<file path="src/rtl/tct_pkg.sv">
package tct_pkg;
    localparam int SEL_W  = 3;
    localparam int NSTAT  = 2;
    localparam int ST_DONE = 0;
    localparam int ST_WRAP = 1;

    typedef enum logic [SEL_W-1:0] {
        SEL_CNT0 = 3'd0,
        SEL_CNT1 = 3'd1,
        SEL_CNT2 = 3'd2,
        SEL_CTRL = 3'd3,
        SEL_CLR  = 3'd4,
        SEL_EN   = 3'd5
    } reg_sel_e;

    typedef enum logic {
        S_ZERO = 1'b0,
        S_RUN  = 1'b1
    } cnt_state_e;
endpackage

</file>
<file path="src/rtl/tct_counter.sv">
module tct_counter #(
    parameter int CNT_W  = 24,
    parameter int ADDR_W = 32,
    parameter int BYTE_W = 8,
    localparam int NLANE = CNT_W / BYTE_W
) (
    input  logic              clk,
    input  logic              rst_n,
    input  logic [NLANE-1:0]  lane_we,
    input  logic [BYTE_W-1:0] wdata,
    input  logic              clr_cnt,
    input  logic              strobe,
    output logic [CNT_W-1:0]  cnt_q,
    output logic              zero_nx,
    output logic [ADDR_W-1:0] addr_q,
    output logic              wrap_evt
);
    logic [CNT_W-1:0] cnt_d;
    logic             any_load;

    assign any_load = |lane_we;

    always_comb begin
        cnt_d    = cnt_q;
        wrap_evt = 1'b0;
        if (any_load) begin
            for (int i = 0; i < NLANE; i++) begin
                if (lane_we[i]) cnt_d[i*BYTE_W +: BYTE_W] = wdata;
            end
        end else if (clr_cnt) begin
            cnt_d = '0;
        end else if (strobe) begin
            if (cnt_q == '0) begin
                cnt_d    = '1;
                wrap_evt = 1'b1;
            end else begin
                cnt_d = cnt_q - 1'b1;
            end
        end
    end

    assign zero_nx = (cnt_d == '0);

    always_ff @(posedge clk or negedge rst_n) begin
        if (!rst_n) begin
            cnt_q  <= '0;
            addr_q <= '0;
        end else begin
            cnt_q <= cnt_d;
            if (strobe) addr_q <= addr_q + 1'b1;
        end
    end

    p_dec_r2: assert property (@(posedge clk) disable iff (!rst_n)
        (strobe && !any_load && !clr_cnt && cnt_q != '0) |=> (cnt_q == $past(cnt_q) - 1'b1));
    p_hold_r2: assert property (@(posedge clk) disable iff (!rst_n)
        (!strobe && !any_load && !clr_cnt) |=> $stable(cnt_q));
    p_roll_r4: assert property (@(posedge clk) disable iff (!rst_n)
        (strobe && !any_load && !clr_cnt && cnt_q == '0) |=> (&cnt_q));
    p_addr_step_r5: assert property (@(posedge clk) disable iff (!rst_n)
        strobe |=> (addr_q == $past(addr_q) + 1'b1));
    p_addr_hold_r5: assert property (@(posedge clk) disable iff (!rst_n)
        !strobe |=> $stable(addr_q));
endmodule

</file>
<file path="src/rtl/tct_status.sv">
module tct_status
    import tct_pkg::*;
(
    input  logic             clk,
    input  logic             rst_n,
    input  logic             zero_nx,
    input  logic             wrap_evt,
    input  logic [NSTAT-1:0] clr_mask,
    input  logic             en_we,
    input  logic [NSTAT-1:0] en_data,
    output logic [NSTAT-1:0] stat_q,
    output logic             irq_q
);
    cnt_state_e       st_q, st_d;
    logic [NSTAT-1:0] en_q;

    // next-state: EXHAUST/CLEAR enter S_ZERO, ARM/WRAP enter S_RUN
    always_comb begin
        st_d = st_q;
        unique case (st_q)
            S_ZERO: if (wrap_evt || !zero_nx) st_d = S_RUN;
            S_RUN:  if (zero_nx)              st_d = S_ZERO;
            default: st_d = S_ZERO;
        endcase
    end

    always_ff @(posedge clk or negedge rst_n) begin
        if (!rst_n) st_q <= S_ZERO;
        else        st_q <= st_d;
    end

    always_ff @(posedge clk or negedge rst_n) begin
        if (!rst_n) begin
            stat_q <= NSTAT'(1 << ST_DONE);
            en_q   <= '0;
            irq_q  <= 1'b0;
        end else begin
            stat_q[ST_DONE] <= (st_d == S_ZERO) | (stat_q[ST_DONE] & ~clr_mask[ST_DONE]);
            stat_q[ST_WRAP] <= wrap_evt | (stat_q[ST_WRAP] & ~clr_mask[ST_WRAP]);
            if (en_we) en_q <= en_data;
            irq_q <= |(stat_q & en_q);
        end
    end

    p_wrap_flag_r4: assert property (@(posedge clk) disable iff (!rst_n)
        wrap_evt |=> stat_q[ST_WRAP]);
    p_irq_r7: assert property (@(posedge clk) disable iff (!rst_n)
        1'b1 |=> (irq_q == $past(|(stat_q & en_q))));
    p_w1c_r6: assert property (@(posedge clk) disable iff (!rst_n)
        (clr_mask[ST_WRAP] && !wrap_evt) |=> !stat_q[ST_WRAP]);
endmodule

</file>
<file path="src/rtl/xfer_count_tracker.sv">
module xfer_count_tracker
    import tct_pkg::*;
#(
    parameter int CNT_W  = 24,
    parameter int ADDR_W = 32,
    parameter int BYTE_W = 8
) (
    input  logic              clk,
    input  logic              rst_n,
    input  logic              reg_wr,
    input  logic [SEL_W-1:0]  reg_sel,
    input  logic [BYTE_W-1:0] reg_wdata,
    input  logic              byte_done,
    output logic [CNT_W-1:0]  xfer_count,
    output logic [ADDR_W-1:0] moved_addr,
    output logic [NSTAT-1:0]  status,
    output logic              irq
);
    localparam int NLANE = CNT_W / BYTE_W;

    logic [NLANE-1:0] lane_we;
    logic             clr_cnt, zero_nx, wrap_evt, en_we;
    logic [NSTAT-1:0] clr_mask;

    for (genvar g = 0; g < NLANE; g++) begin : g_lane
        assign lane_we[g] = reg_wr && (reg_sel == SEL_W'(SEL_CNT0 + g));
    end

    assign clr_cnt  = reg_wr && (reg_sel == SEL_CTRL) && reg_wdata[0];
    assign clr_mask = (reg_wr && reg_sel == SEL_CLR) ? reg_wdata[NSTAT-1:0] : '0;
    assign en_we    = reg_wr && (reg_sel == SEL_EN);

    tct_counter #(.CNT_W(CNT_W), .ADDR_W(ADDR_W), .BYTE_W(BYTE_W)) u_counter (
        .clk(clk), .rst_n(rst_n), .lane_we(lane_we), .wdata(reg_wdata),
        .clr_cnt(clr_cnt), .strobe(byte_done), .cnt_q(xfer_count),
        .zero_nx(zero_nx), .addr_q(moved_addr), .wrap_evt(wrap_evt)
    );

    tct_status u_status (
        .clk(clk), .rst_n(rst_n), .zero_nx(zero_nx), .wrap_evt(wrap_evt),
        .clr_mask(clr_mask), .en_we(en_we), .en_data(reg_wdata[NSTAT-1:0]),
        .stat_q(status), .irq_q(irq)
    );

    p_done_r3: assert property (@(posedge clk) disable iff (!rst_n)
        (xfer_count == '0) |-> status[ST_DONE]);
    p_clear_r8: assert property (@(posedge clk) disable iff (!rst_n)
        (reg_wr && reg_sel == SEL_CTRL && reg_wdata[0]) |=> (xfer_count == '0));
endmodule

</file>
<file path="config.mk">
export PLATFORM = sky130hd
export DESIGN_NAME = xfer_count_tracker
export DESIGN_NICKNAME = d
export VERILOG_FILES = /design/src/rtl/tct_pkg.sv /design/src/rtl/tct_counter.sv /design/src/rtl/tct_status.sv /design/src/rtl/xfer_count_tracker.sv
export SDC_FILE = /design/constraint.sdc
export NUM_CORES = 1
export LEC_CHECK = 0
export BUFFER_PORTS_ARGS = -buffer_cell sky130_fd_sc_hd__buf_4
export CORE_UTILIZATION = 55
export CTS_CLUSTER_SIZE = 12
export DETAILED_ROUTE_END_ITERATION = 10
export GPL_ROUTABILITY_DRIVEN = 0
export HOLD_SLACK_MARGIN = 0.05
export PLACE_DENSITY = 0.88
export SLEW_MARGIN = 0
export SYNTH_ARGS = -nofsm -noshare
export SYNTH_HDL_FRONTEND = slang
export SYNTH_SLANG_ARGS = --single-unit
</file>
<file path="constraint.sdc">
create_clock -name clk -period 3.85 [get_ports clk]
set_input_delay 0.385 -clock clk [delete_from_list [all_inputs] [get_ports clk]]
set_output_delay 0.385 -clock clk [all_outputs]
set_load 0.005 [all_outputs]
</file>
# After elaboration in Yosys (flattened, before gate mapping)
# Cells that the tools add are included.
# totals
reg_bits,62
output_inout_bits,59
word_cells,51
# op_classes
n_addsub,2
n_eq_ne,5
n_mux,15
bitwise_logic,9
n_reduce_logical,14
# ops
cell,n
$mux 24,4
$logic_not 24->1,2
$add 32x1->32 const B,1
$mux 8,3
$sub 24x1->24 const B,1
$logic_and 1x1->1,7
$eq 3x2->1 const B,2
$eq 3x3->1 const B,2
$mux 1,6
$not 1->1,4
$eq 3x1->1 const B,1
$logic_not 3->1,1
$reduce_or 3->1,1
$and 1x1->1,2
$and 2x2->2,1
$mux 2,1
$or 1x1->1,2
$pmux 1 s2,1
$reduce_or 2->1,1
$logic_not 1->1,1
$logic_or 1x1->1,1

# Depth between registers and ports, before layout
# Gate-level depths: netlist of the first run.
# depth
word_depth,12
depth_mapped,10
ltp_nobuf,9

# Hierarchy
# From an unflattened synthesis of the first run, not the netlist that was laid out.
# unflattened
cells_unflattened,379
area_unflattened_um2,3632.2
# by_module_without_submodules
module,instances,cells_per_inst,area_per_inst_um2,seq_area_each_um2
tct_counter,1,355,3331.9,1401.3
tct_status,1,15,224.0,151.4
xfer_count_tracker,1,9,76.3,0.0

# Worst setup path after synthesis of the first run
# OpenSTA, ideal clock, no wires.
# synth_path
path_kind,register -> register
from,register u_counter.cnt_q[0]
to,register u_status.stat_q[0]
arrival_ns,2.719
path_slack_ns,1.040
stages_incl_launch_ff,10
n_path_buf,0
period_less_slack_ns,2.810
path_cell_list,dfrtp_1 > inv_1 > ha_1 > or4bb_1 > or4_1 > xnor2_1 > a21oi_1 > nand4b_1 > or4_1 > o31ai_1
# synth_between
elab_chain_len,12
elab_cells_between_ends,19
# synth_rtl
element,line,rtl
"start, declared",tct_counter.sv:13,"output logic [CNT_W-1:0] cnt_q,"
"start signal, assigned",tct_counter.sv:49,cnt_q <= cnt_d;
$sub 24x1->24 or $logic_not 24->1 (tied branches),"tct_counter.sv:37, tct_counter.sv:33",
$mux 24,tct_counter.sv:33,if (cnt_q == '0) begin
$mux 24,tct_counter.sv:32,end else if (strobe) begin
$mux 24,tct_counter.sv:30,end else if (clr_cnt) begin
$mux 24,tct_counter.sv:26,if (any_load) begin
$logic_not 24->1,tct_counter.sv:42,assign zero_nx = (cnt_d == '0);
$logic_not 1->1,tct_status.sv:21,S_ZERO: if (wrap_evt || !zero_nx) st_d = S_RUN;
$logic_or 1x1->1,tct_status.sv:21,
$mux 1,tct_status.sv:21,
$pmux 1 s2 *,tct_status.sv:20,unique case (st_q)
$not 1->1 *,tct_status.sv:38,stat_q[ST_DONE] <= (st_d == S_ZERO) | (stat_q[ST_DONE] & ~clr_mask[ST_DONE]);
$or 1x1->1 *,tct_status.sv:38,
"end signal, assigned",tct_status.sv:34,stat_q <= NSTAT'(1 << ST_DONE);
"end signal, assigned by index",tct_status.sv:38,
"end signal, assigned by index",tct_status.sv:39,stat_q[ST_WRAP] <= wrap_evt | (stat_q[ST_WRAP] & ~clr_mask[ST_WRAP]);
"end, declared",tct_status.sv:11,"output logic [NSTAT-1:0] stat_q,"
# Every way passes the cells marked *; elsewhere a longest branch is shown, timed or not.
# A chain may end at the register's enable or synchronous reset.

# Worst setup path in the final report of the first run
# Same ends and word-level chain as after synthesis.

==> impl_metrics.ini, run 1 <==
[synth]
syn_area_mm2 = 0.00364
synth-simple-area-share_pct = 28.2
synth_xor_xnor_area_share_pct = 9.87
synth_top_area_cell = dfrtp_1
synthArstFlopShare_pct = 100
ys_warn_count = 0
synthTopCellsByArea = dfrtp_1 41%, xnor2_1 6.7%, nand4_1 3.4%, nand2_1 3.3%, xor2_1 3.1%
synth_top_area_share_pct = 41.3
synthCells = 394
synth_fp_nets = 412
synth_top_family_by_area = simple AND/OR/NAND/NOR gates
synth_compound_area_share_pct = 14.4
synth_seq_cells = 61
ys_types = 61
synth_fa_ha_area_share_pct = 1.03
synth-seq-area-share_pct = 42.0
synth_ff_type = dfrtp_1
post_synth.cell_area_avg_um2 = 9.23
synth_edf_count = 0
synthMuxAreaShare_pct = 1.20

[pwr]
p_total_mw = 2.64
leakagePower_nw = 2.04
power.density_mw_per_mm2 = 588
vdd_ir_drop_max_v = 0.000453

[layout]
fin_area_mm2 = 0.00449
regArea_mm2 = 0.00153
layout_common_cells = 80 x buf_4, 60 x dfrtp_1, 32 x nand2_1
multi_input_area_mm2 = 0.00199
final_layout_size_suffix_gt1_share_pct = 23.5
fill_cells = 464
syn_to_final_growth_pct = 23.4
diodes = 0
post-route-util_pct = 70.7
final_common_cell = buf_4
finalNetCount = 483

[critical_path]
reg2reg_depth = 9
r2r-start = u_counter.cnt_q[0]
reg2reg_to = u_status.stat_q[0]
critPathLaunchType = flop
max_stage_delay_ns = 0.56
cp.required_ns = 4.10
crit_path_cell_trace = inv_1 > ha_1 > or4bb_1 > o221ai_1 > o311ai_0 > a211oi_1 > nand4b_1 > or4_1 > o31ai_1
endpoint_kind = flop
critPathMaxFanout = 8
critPathTopFamily = simple AND/OR/NAND/NOR gates
critical_path_class = flop to flop
cpMaxStageDelayCell = or4bb_1
worst-path-buf-inv = 1
worstPathArrival_ns = 3.35
worst-r2r-setup-slack_ns = 0.74

[global_routing]
overflow = 0
grt_pass1_vias = 3495
grt_usage_pct = 30.9
grt_pass1_wl_mm = 16.9
antenna_found_initial = 0
grt_max_degree = 62

[detailed_routing]
routed_via_density = 6.56
routed.top_layer = met4
drc = 0
met1_length_mm = 4.07
wl_per_cell_um = 19.2
met2_length_mm = 4.71
vias = 3580
wl_met3_mm = 1.18
dr.pass1.iters = 6
wl_mm = 10.5
antenna_left = 0
drtIter0Drc = 454

[sta]
fin_skew_ns = 0.00989
setup_slack_ns = 0.741
fin_crit_sh_pct = 80.7
max_freq_mhz = 322
report.final.slew_viol_count = 0
worst_pin_slew_ns = 0.889
hold_viol_final = 0
setup_violations = 0
period_minus_slack_ns = 3.11
setup_tns_ns = 0
slew_headroom_pct = 39.9
rsz0062_at_grt = no

[place]
hpwl_mm = 7.21
portBuffers = 73
placed_cell_area_mm2 = 0.00425
dp_slack_ns = 0.841

[floorplanning]
start_util_pct = 57.3
core_mm2 = 0.00635
chipHeight_um = 83.3
die_area_mm2 = 0.00694
rows = 29
num_io_pins = 74
die_w_um = 83.3

[clock_network]
cts_root_buf = clkbuf_8
cts_num_sinks = 61
post-cts-setup-buffers = 0
clk_latency_ns = 0.34
cts.path.max_buffers = 2
post_cts_resized = 0
tritoncts = yes
cts_buffers = 9
htreeDepth = 3
cts.clk_slew.worst_paths_ns = 0.07
postCtsHoldBufs = 0

[min_path]
hold_class = input port to asynchronous set/reset pin

[flow_run]
maxCapViolations = 0

[run_status]
outcome = finished clean
[metal layers]
metal  vias to the layer above  global-route usage [%]
met1                      1676                    38.8
met2                       238                    47.2
met5                         -                       0
li1                       1604                       -
met4                         0                    19.1
met3                        62                    8.85
[worst max-delay path by stage]
stage                        from                 end  depth (start not counted)
6_report       u_counter.cnt_q[0]  u_status.stat_q[0]                          9
5_1_grt        u_counter.cnt_q[0]  u_status.stat_q[0]                          9
4_1_cts        u_counter.cnt_q[0]  u_status.stat_q[0]                          9
3_5_place_dp   u_counter.cnt_q[0]  u_status.stat_q[0]                          9
3_3_place_gp   u_counter.cnt_q[0]  u_status.stat_q[0]                          9
2_1_floorplan  u_counter.cnt_q[0]  u_status.stat_q[0]                          9
[flip-flops by register name (all words and copies together) (netlist names)]
register,flops
u_counter.cnt_q,24
u_status.en_q,2
u_status.irq_q,1
u_status.stat_q,2
u_counter.addr_q,32
[synth_stat cells (all sizes together), types with 3 or more instances]
master and count:
or3 3, o211ai 4, nand2 32, nand3 16, o21ai 13, and3 7
a32oi 4, nor2b 16, nand4b 5, a22oi 9, o31ai 3, nor4b 3
clkbuf 15, nand4 20, nor2 27, a31o 3, xnor2 28, mux2 3
buf 5, dfrtp 60, a21oi 19, inv 10, xor2 13, a31oi 3
nor4 10, or4 8, nand2b 5, nor3 12, a211oi 3, ha 3
[area by class of cell]
| type | count | share of cell area (%) |
|---|---|---|
| Clock inverter | 3 | 1.51 |
| Sequential cell | 61 | 34.0 |
| Clock buffer | 12 | 3.68 |
| Inverter | 10 | 0.837 |
| Multi-Input combinational cell | 303 | 44.4 |
| Timing Repair Buffer | 80 | 13.4 |
| Tap cell | 77 | 2.15 |
[through the flow]
step,hold slack [ns],std cells
after floorplan,0.0894,394
after global placement,0.461,531
after detailed placement,0.476,531
after CTS,0.149,546
after global routing,0.172,546
final,0.116,546
[power breakdown]
part / total, mW / internal [mW] / switching, mW
Sequential: 1.01 / 0.772 / 0.240
Combinational: 0.968 / 0.465 / 0.503
Clock: 0.658 / 0.414 / 0.244
Total: 2.64 / 1.65 / 0.986
[cell families (layout without fill, tap and decap cells)]
group,after synthesis,after routing
compound gates,77,77
mux,4,4
simple gates,178,178
xor+xnor,41,41
fa+ha+maj,3,3
flops,61,61
buf+inv,30,105
No activity file was read; power rests on OpenSTA's default activity.
==> run 2: changes to the inputs <==
- CORE_UTILIZATION: 55 -> 50
- PLACE_DENSITY: 0.88 -> 0.85
- clock period: 3.85 -> 2.5 ns (I/O delays scaled with it)
==> run 2 against run 1 <==
Against the previous run:
- the flow now finishes with violations (negative setup slack)
- via count grew 13%
- sequential power grew 40%
- total power grew 74%
- global-route usage grew 2.2 points
- first-iteration DRC count grew 27%
- clock skew is essentially flat
- non-clock buffer count grew 73
- core utilization grew 3.6 points
- sequential share of layout area shrank 4.2 points
- critical path type unchanged
- largest cell class unchanged
- largest power group is now combinational cells
- highest routed layer unchanged
==> impl_metrics.ini, run 2 (synthesis gave the netlist of run 1 again) <==
[flow_run]
maxCapViolations = 0

[run_status]
outcome = complete, but fails checks
violations = negative setup slack

[pwr]
leakagePower_nw = 2.39
power.density_mw_per_mm2 = 893
vdd_ir_drop_max_v = 0.000495

[sta]
max_freq_mhz = 354
worst_pin_slew_ns = 1.08
slew_headroom_pct = 26.8
period_minus_slack_ns = 2.83
rsz0062_at_grt = yes
report.final.slew_viol_count = 0
hold_viol_final = 0
setup_slack_ns = -0.326
setup_violations = 3
fin_crit_sh_pct = 113
fin_skew_ns = 0.00993
setup_tns_ns = -0.335

[global_routing]
grt_max_degree = 62
grt_pass1_vias = 3867
overflow = 0
grt_usage_pct = 33.2
grt_pass1_wl_mm = 19.0
antenna_found_initial = 0

[floorplanning]
start_util_pct = 52.7
num_io_pins = 74
rows = 30
die_area_mm2 = 0.00762
core_mm2 = 0.00691
die_w_um = 87.3
chipHeight_um = 87.3

[critical_path]
worst-r2r-setup-slack_ns = -0.33
cpMostUsedCell = or4_4
reg2reg_depth = 9
endpoint_kind = flop
cpMaxStageDelayCell = or4_4
r2r-start = u_counter.cnt_q[0]
crit_path_cell_trace = inv_2 > ha_4 > or4bb_4 > or4_4 > xnor2_1 > a21oi_2 > nand4b_1 > or4_4 > o31ai_4
worstPathArrival_ns = 3.09
critPathLaunchType = flop
max_stage_delay_ns = 0.52
reg2reg_to = u_status.stat_q[0]
critPathMaxFanout = 5
critical_path_class = flop to flop
cp.required_ns = 2.76

[clock_network]
tritoncts = yes
cts_root_buf = clkbuf_8
cts_num_sinks = 61
clk_latency_ns = 0.34
cts.clk_slew.worst_paths_ns = 0.07
htreeDepth = 3
cts.path.max_buffers = 2
cts_buffers = 9

[detailed_routing]
antenna_left = 0
vias = 4043
wl_mm = 12.4
drc = 0
drtIter0Drc = 576
routed_via_density = 6.33
dr.pass1.iters = 9
wl_per_cell_um = 19.4

[layout]
syn_to_final_growth_pct = 41.0
largest_reg_flops = 32
final_common_cell = buf_4
finalNetCount = 556
final_layout_size_suffix_gt1_share_pct = 37.0
regMostFlops = u_counter.addr_q
fill_cells = 484
diodes = 0
layout_common_cells = 149 x buf_4, 59 x dfrtp_1, 32 x nand2_1
top_regs = u_counter.addr_q (32), u_counter.cnt_q (24)

[min_path]
hp-start = reg_wdata[5]
hold_class = input port to flop
hold_path_depth = 3
worstHoldEndpoint = u_counter.cnt_q[5]

[place]
portBuffers = 73
hpwl_mm = 8.71
dp_slack_ns = -0.213
run 2: how the worst max path moves through the flow:
| stage | startpoint | to | slack [ns] | cells past startpoint |
|---|---|---|---|---|
| final | u_counter.cnt_q[0] | u_status.stat_q[0] | -0.33 | 9 |
| after global routing | u_counter.cnt_q[8] | u_status.stat_q[0] | -0.39 | 11 |
| after CTS | u_counter.cnt_q[0] | u_status.stat_q[0] | -0.20 | 9 |
| after detailed placement | u_counter.cnt_q[10] | u_status.stat_q[0] | -0.21 | 7 |
| after global placement | u_counter.cnt_q[6] | u_status.stat_q[0] | -0.12 | 8 |
| after floorplan | u_counter.cnt_q[5] | u_status.stat_q[0] | -0.13 | 9 |
run 2: area by class of cell:
| type | count | area (um2) | share of cell area (%) |
|---|---|---|---|
| repair buffers | 153 | 1160 | 22.7 |
| inverters | 10 | 37.5 | 0.732 |
| clock inverters | 4 | 31.3 | 0.610 |
| flip-flops and latches | 61 | 1530 | 29.8 |
| clock buffers | 12 | 155 | 3.02 |
| multi-input cells | 303 | 2090 | 40.8 |
| well taps | 96 | 120 | 2.34 |
run 2: metrics by stage:
stage	hold WS, ns	total power, mW	area (um2)	utilization [%]	instances
after floorplan	-0.0456	2.40	3670	-	394
after global placement	0.360	3.44	4780	69.3	614
after detailed placement	0.366	3.50	4780	69.3	614
after CTS	0.170	4.38	5020	72.7	633
after global routing	0.189	4.78	5130	74.3	639
final	0.178	4.58	5130	74.3	639
run 2: timing repair:
action,CTS,global route
hold buffers,1,0
setup buffers,2,6
endpoints found under the hold margin,60,0
gates resized for setup,6,14
setup endpoints to repair,3,4
pin swaps,2,13
run 2: metal layers:
metal | up-vias | global-route usage [%] | wire length, um
met2 | 324 | 48.8 | 5510
met5 | - | 0 | 0
met4 | 0 | 20.7 | 711
met3 | 90 | 10.9 | 1490
met1 | 1885 | 42.0 | 4650
li1 | 1744 | - | -
run 2: worst max-delay path: cells and delay by family (launching register included):
family	cells	cell delay (ns)
xor gates and xnor gates	1	0.17
and+or+nand+nor	4	1.58
buffers and inverters	1	0.08
AOI/OAI and AO/OA	2	0.38
adders and majority gates	1	0.15
DFF	1	0.40
run 2: report_power, final:
group / leakage [nW] / total (mW) / internal (mW) / switching [mW]
registers: 0.801 / 1.41 / 1.19 / 0.218
logic: 1.50 / 2.35 / 1.14 / 1.20
clock network: 0.0852 / 0.827 / 0.417 / 0.410
total: 2.39 / 4.58 / 2.75 / 1.83
